$ cat src/rtl/xfer_dma_pkg.sv
package xfer_dma_pkg;
  typedef enum logic [2:0] {
    ST_IDLE = 3'd0,
    ST_ASK  = 3'd1,
    ST_RD   = 3'd2,
    ST_WR   = 3'd3,
    ST_DONE = 3'd4
  } seq_state_t;
endpackage

$ cat src/rtl/xfer_dma_cfg.sv
module xfer_dma_cfg #(
  parameter int AW = 16
) (
  input  logic          clk,
  input  logic          rst,
  input  logic          cfg_we,
  input  logic          cfg_sel,
  input  logic [AW-1:0] cfg_wdata,
  input  logic          busy,
  output logic [AW-1:0] src_addr,
  output logic [AW-1:0] dst_addr
);
  logic wr_ok;
  assign wr_ok = cfg_we && !busy;

  always_ff @(posedge clk) begin
    if (rst) begin
      src_addr <= '0;
      dst_addr <= '0;
    end else if (wr_ok) begin
      if (cfg_sel) dst_addr <= cfg_wdata;
      else         src_addr <= cfg_wdata;
    end
  end

  AST_CFG_FROZEN_BUSY: assert property (@(posedge clk) disable iff (rst)
    (busy && cfg_we) |=> ($stable(src_addr) && $stable(dst_addr)));
endmodule

$ cat src/rtl/xfer_dma_seq.sv
module xfer_dma_seq
  import xfer_dma_pkg::*;
(
  input  logic clk,
  input  logic rst,
  input  logic xfer_req,
  input  logic hold_gnt,
  output logic hold_req,
  output logic xfer_ack,
  output logic issue_rd,
  output logic issue_wr,
  output logic finish,
  output logic busy
);
  seq_state_t state, state_nx;

  assign issue_rd = (state == ST_ASK) && hold_gnt;
  assign issue_wr = (state == ST_RD);
  assign finish   = (state == ST_WR);
  assign busy     = (state != ST_IDLE);

  always_comb begin
    state_nx = state;
    case (state)
      ST_IDLE: if (xfer_req) state_nx = ST_ASK;
      ST_ASK:  if (hold_gnt) state_nx = ST_RD;
      ST_RD:   state_nx = ST_WR;
      ST_WR:   state_nx = ST_DONE;
      ST_DONE: if (!xfer_req && !hold_gnt) state_nx = ST_IDLE;
      default: state_nx = ST_IDLE;
    endcase
  end

  always_ff @(posedge clk) begin
    if (rst) begin
      state    <= ST_IDLE;
      hold_req <= 1'b0;
      xfer_ack <= 1'b0;
    end else begin
      state <= state_nx;
      if (state == ST_IDLE && xfer_req) hold_req <= 1'b1;
      else if (finish)                  hold_req <= 1'b0;
      if (issue_rd)    xfer_ack <= 1'b1;
      else if (finish) xfer_ack <= 1'b0;
    end
  end

  AST_ACK_INSIDE_HOLD: assert property (@(posedge clk) disable iff (rst)
    xfer_ack |-> hold_req);
  AST_NO_QUICK_REARM: assert property (@(posedge clk) disable iff (rst)
    $fell(hold_req) |=> !hold_req);
  AST_HOLD_UNTIL_DONE: assert property (@(posedge clk) disable iff (rst)
    (hold_req && state != ST_WR) |=> hold_req);
endmodule

$ cat src/rtl/xfer_dma_bus.sv
module xfer_dma_bus #(
  parameter int AW = 16,
  parameter int DW = 16
) (
  input  logic          clk,
  input  logic          rst,
  input  logic          issue_rd,
  input  logic          issue_wr,
  input  logic          finish,
  input  logic          hold_gnt,
  input  logic [AW-1:0] src_addr,
  input  logic [AW-1:0] dst_addr,
  input  logic [DW-1:0] m_rdata,
  output logic [AW-1:0] m_addr,
  output logic          m_wr,
  output logic          m_en,
  output logic [DW-1:0] m_wdata
);
  always_ff @(posedge clk) begin
    if (rst) begin
      m_addr  <= '0;
      m_wr    <= 1'b0;
      m_en    <= 1'b0;
      m_wdata <= '0;
    end else if (issue_rd) begin
      m_addr <= src_addr;
      m_wr   <= 1'b0;
      m_en   <= 1'b1;
    end else if (issue_wr) begin
      m_addr  <= dst_addr;
      m_wr    <= 1'b1;
      m_wdata <= m_rdata;
    end else if (finish) begin
      m_addr  <= '0;
      m_wr    <= 1'b0;
      m_en    <= 1'b0;
      m_wdata <= '0;
    end
  end

  AST_EN_NEEDS_GNT: assert property (@(posedge clk) disable iff (rst)
    m_en |-> hold_gnt);
  AST_WR_FOLLOWS_RD: assert property (@(posedge clk) disable iff (rst)
    (m_en && m_wr) |-> $past(m_en && !m_wr));
  AST_WDATA_FROM_RD: assert property (@(posedge clk) disable iff (rst)
    (m_en && m_wr) |-> (m_wdata == $past(m_rdata)));
  AST_SINGLE_WRITE: assert property (@(posedge clk) disable iff (rst)
    (m_en && m_wr) |=> !m_en);
endmodule

$ cat src/rtl/xfer_dma.sv
module xfer_dma #(
  parameter int AW = 16,
  parameter int DW = 16
) (
  input  logic          clk,
  input  logic          rst,
  input  logic          cfg_we,
  input  logic          cfg_sel,
  input  logic [AW-1:0] cfg_wdata,
  input  logic          xfer_req,
  output logic          xfer_ack,
  output logic          hold_req,
  input  logic          hold_gnt,
  output logic [AW-1:0] m_addr,
  output logic          m_wr,
  output logic          m_en,
  input  logic [DW-1:0] m_rdata,
  output logic [DW-1:0] m_wdata
);
  logic [AW-1:0] src_addr, dst_addr;
  logic issue_rd, issue_wr, finish, busy;

  xfer_dma_cfg #(.AW(AW)) u_cfg (
    .clk(clk), .rst(rst), .cfg_we(cfg_we), .cfg_sel(cfg_sel),
    .cfg_wdata(cfg_wdata), .busy(busy),
    .src_addr(src_addr), .dst_addr(dst_addr)
  );

  xfer_dma_seq u_seq (
    .clk(clk), .rst(rst), .xfer_req(xfer_req), .hold_gnt(hold_gnt),
    .hold_req(hold_req), .xfer_ack(xfer_ack), .issue_rd(issue_rd),
    .issue_wr(issue_wr), .finish(finish), .busy(busy)
  );

  xfer_dma_bus #(.AW(AW), .DW(DW)) u_bus (
    .clk(clk), .rst(rst), .issue_rd(issue_rd), .issue_wr(issue_wr),
    .finish(finish), .hold_gnt(hold_gnt), .src_addr(src_addr),
    .dst_addr(dst_addr), .m_rdata(m_rdata), .m_addr(m_addr),
    .m_wr(m_wr), .m_en(m_en), .m_wdata(m_wdata)
  );

  AST_RESET_QUIET: assert property (@(posedge clk)
    rst |=> (!hold_req && !xfer_ack && !m_en));
endmodule

$ cat config.mk
export PLATFORM = sky130hd
export DESIGN_NAME = xfer_dma
export DESIGN_NICKNAME = d
export VERILOG_FILES = /design/src/rtl/xfer_dma_pkg.sv /design/src/rtl/xfer_dma_cfg.sv /design/src/rtl/xfer_dma_seq.sv /design/src/rtl/xfer_dma_bus.sv /design/src/rtl/xfer_dma.sv
export SDC_FILE = /design/constraint.sdc
export NUM_CORES = 1
export LEC_CHECK = 0
export ABC_AREA = 1
export ABC_CLOCK_PERIOD_IN_PS = 2950
export BUFFER_PORTS_ARGS = -buffer_cell sky130_fd_sc_hd__buf_2
export CORE_MARGIN = 2
export CORE_UTILIZATION = 55
export CTS_CLUSTER_DIAMETER = 30
export DETAILED_ROUTE_END_ITERATION = 10
export PLACE_DENSITY = 0.81
export SLEW_MARGIN = 20
export SYNTH_ARGS = -nofsm -noshare
export SYNTH_HDL_FRONTEND = slang
export SYNTH_SLANG_ARGS = --single-unit
$ cat constraint.sdc
create_clock -name clk -period 2.95 [get_ports clk]
set_input_delay 0.1475 -clock clk [delete_from_list [all_inputs] [get_ports clk]]
set_output_delay 0.1475 -clock clk [all_outputs]
set_load 0.01 [all_outputs]
==> flow_summary.yaml <==
cts:
  clk_pin_slew_ns: 0.07
  worst_skew_pair.late_latency_ns: 0.34
  cts_resized: 0
  cts_root_buffer_type: "sky130_fd_sc_hd__clkbuf_8"
  ctsHoldBuffers: 0
  clock_tree.htree_level_count: 3
  tritoncts.num_buffers: 9
  clock_sink_count: 71
  max-clock-path-buffers: 2
  clock_tree_from_tritoncts: "done"
  postCtsSetupRepairBufs: 0
synthesis:
  post_synth_most_frequent_cells: "sky130_fd_sc_hd__nand2_1, sky130_fd_sc_hd__dfxtp_1, sky130_fd_sc_hd__a21oi_1"
  edff_count_synth: 0
  netlist.area_leader.share_pct: 49.5
  post_synth_cell_types: 20
  postSynthCellCount: 375
  syn-num-nets: 413
  synth_seq_area_share_pct: 49.5
  synth_top_family_by_area: "simple AND/OR/NAND/NOR gates"
  post-synth-top-count-cell: "sky130_fd_sc_hd__nand2_1"
  mean_instance_size_in_the_synthesized_netlist_um2: 7.66
  yosys.area_share.xor_xnor_pct: 0
  adder_cell_share_of_the_synthesized_area_pct: 0
  yosys.area_share.simple_pct: 19.7
  synth-async-reset-ratio_pct: 0
  yosysWarnings: 0
  flip_flop_and_latch_count_after_synthesis: 71
  synth_area_um2: 2870
  synth-main-ff-cell: "sky130_fd_sc_hd__dfxtp_1"
  dominant_cells_by_area_after_synthesis: "sky130_fd_sc_hd__dfxtp_1, sky130_fd_sc_hd__a21oi_1, sky130_fd_sc_hd__nand2_1"
  synth_mux_area_share_pct: 0
  synth-compound-area-share_pct: 18.3
  synth.largest_area_cell: "sky130_fd_sc_hd__dfxtp_1"
placed_design:
  gp_congestion: 0.801
  numPlacedInstances: 496
  buffer_ports.inserted: 73
  dp_hpwl_um: 4210
  placement.setup.worst_slack_ns: 1.24
pwr:
  power_switching_share_pct: 25.9
  power.sequential.fraction_pct: 52.6
  power.leakage_nw: 1.46
  netSwitchingPower_mw: 0.515
  power.density_cell_area_nw_per_um2: 589
  clock_group_share_of_total_power_pct: 35.9
  vdd_ir_drop_max_mv: 0.332
  comb_power_share_pct: 11.5
  internal_power_mw: 1.48
sta:
  min_cycle_time_layout_ns: 1.74
  clock_skew_ns: 0.00724
  worst-slew-pin-transition_ns: 0.751
  final.setup.tns_ns: 0
  rsz0062_at_grt: "no"
  final-max-slew-violation-count: 0
  final_hold_violation_count: 0
  setup_violations: 0
  max_freq_ghz: 0.573
  fin_ws_ns: 1.21
  max_slew_margin_pct: 49.9
  portion_of_the_clock_cycle_consumed_by_the_worst_path_in_the_final_layout_pct: 59.1
routing:
  drc_violation_count_after_routing: 0
  top_signal_layer_used: "met4"
  number_of_vias_in_the_routed_layout: 2579
  routedWlPerCell_um: 12.2
  drt_first_pass_iters: 5
  detail_route.iter0.violations: 165
  met2_length_um: 2870
  vias_per_cell: 5.05
  totalWireLength_um: 6220
  m1WireLength_um: 2940
  final_antenna_net_count: 0
  wl_met3_um: 299
cells_and_area:
  fill_cells: 450
  synthToLayoutAreaGrowth_pct: 17.6
  final_cell_count_no_fill: 511
  num-nets-final: 475
  regArea_um2: 1420
  multi_input_area_um2: 1090
  antenna-diode-count: 0
  drive_gt1_share_pct: 23.1
critical_path:
  crit_chain: "inv_2 -> nand4_1 -> buf_4 -> o21ai_0 -> a21oi_1"
  end_kind: "flip-flop"
  cpPeakStageDelay_ns: 0.37
  critical_path.top_delay_family: "buffers and inverters"
  worstPathMaxFanout: 24
  cp_data_arrival_time_ns: 1.97
  crit_type: "flip-flop to flip-flop"
  timing.critical_path.from_type: "flip-flop"
  worst-endpoint-required_ns: 3.17
  worst_path_max_delay_cell: "sky130_fd_sc_hd__nand4_1"
  worst-path-buf-inv: 2
die:
  fp.coreArea_um2: 5070
  die_area_um2: 5810
  die_height_um: 76.3
  num_io_pins: 74
  chipWidth_um: 76.3
  row_count: 26
  initial_utilization_pct: 56.6
global_routing:
  grtUsageTotal_pct: 22.0
  grt_max_degree: 40
  overflow: 0
  grt_antenna_before_repair: 0
  global_route_wire_length_before_repair_um: 10500
  first_global_vias: 2389
hold_path:
  classification_of_the_worst_slack_hold_path: "input port to flip-flop"
outcome:
  outcome: "completed"
job:
  maxCapViolCount: 0
-- final timing paths --
kind / start / end / slack, ns / cells past startpoint
worst min register to register: u_cfg.src_addr[11] / u_cfg.src_addr[11] / 0.45 / 2
worst max register to register: u_seq.state[1] / u_cfg.dst_addr[14] / 1.21 / 5
worst max-delay path: u_seq.state[1] / u_cfg.dst_addr[14] / 1.21 / 5
worst min-delay path: m_rdata[13] / u_bus.m_wdata[13] / 0.06 / 3
-- registers in the layout (all words and copies together), names as in the netlist --
name            count
u_bus.m_wr          1
u_bus.m_wdata      16
u_bus.m_en          1
u_seq.state         3
u_bus.m_addr       16
u_cfg.src_addr     16
u_cfg.dst_addr     16
u_seq.xfer_ack      1
u_seq.hold_req      1
-- routing by layer --
| layer | up-vias | track usage (%) |
|---|---|---|
| li1 | 1349 | - |
| met1 | 1141 | 28.6 |
| met2 | 78 | 34.8 |
| met3 | 11 | 4.38 |
| met4 | 0 | 11.5 |
| met5 | - | 0 |
-- metrics by stage --
step                cell area (µm²)  power [mW]  hold slack, ns  utilization [%]
floorplan                      2870        1.23           0.295                -
global placement               3200        1.29           0.402             63.1
detailed placement             3200        1.30           0.410             63.1
CTS                            3380        2.00          0.0445             66.6
global route                   3380        2.09          0.0598             66.6
finish                         3380        1.99          0.0560             66.6
-- final cells by class --
cell class	count	area share, %
well taps	70	2.59
inverters	57	6.37
clock inverters	5	1.48
multi-input cells	222	32.2
flip-flops and latches	71	42.1
repair buffers	76	11.5
clock buffers	10	3.78
-- tightest hold or removal path: stages --
cell                      delay, ns
sky130_fd_sc_hd__buf_2         0.09
sky130_fd_sc_hd__nand2_1       0.05
sky130_fd_sc_hd__a21oi_1       0.05
-- cells in the final DEF, fill, tap and decap left out --
cell type                   netlist  final
sky130_fd_sc_hd__buf_2            7     73
sky130_fd_sc_hd__nand2_1         72     72
sky130_fd_sc_hd__dfxtp_1         71     71
sky130_fd_sc_hd__a21oi_1         66     66
sky130_fd_sc_hd__inv_1           53     53
sky130_fd_sc_hd__o21ai_0         32     32
sky130_fd_sc_hd__nand3_1         20     20
sky130_fd_sc_hd__nand4_1         19     19
sky130_fd_sc_hd__clkbuf_8         0      9
sky130_fd_sc_hd__clkinv_2         1      5
sky130_fd_sc_hd__nor2_1           4      4
sky130_fd_sc_hd__inv_2            3      3
sky130_fd_sc_hd__a21oi_2          3      3
sky130_fd_sc_hd__buf_4            3      3
sky130_fd_sc_hd__nor2_4           2      2
sky130_fd_sc_hd__nand3_2          2      2
sky130_fd_sc_hd__nand3_4          1      1
sky130_fd_sc_hd__o211ai_1         1      1
sky130_fd_sc_hd__clkbuf_1         9      1
sky130_fd_sc_hd__bufinv_16        0      1
-- power groups by stage --
stage               clock network, mW  logic [mW]  registers, mW
floorplan                           0       0.156           1.07
global placement                    0       0.222           1.07
detailed placement                  0       0.228           1.07
CTS                             0.730       0.228           1.05
global route                    0.775       0.258           1.05
finish                          0.716       0.228           1.05
-- cell families (layout without fill, tap and decap cells) --
family                 Yosys count  count (layout)
AO/OA/AOI/OAI                  102             102
AND/OR/NAND/NOR                120             120
flip-flops                      71              71
buffers and inverters           82             148
Note: power is estimated with default switching activity, not from simulation.
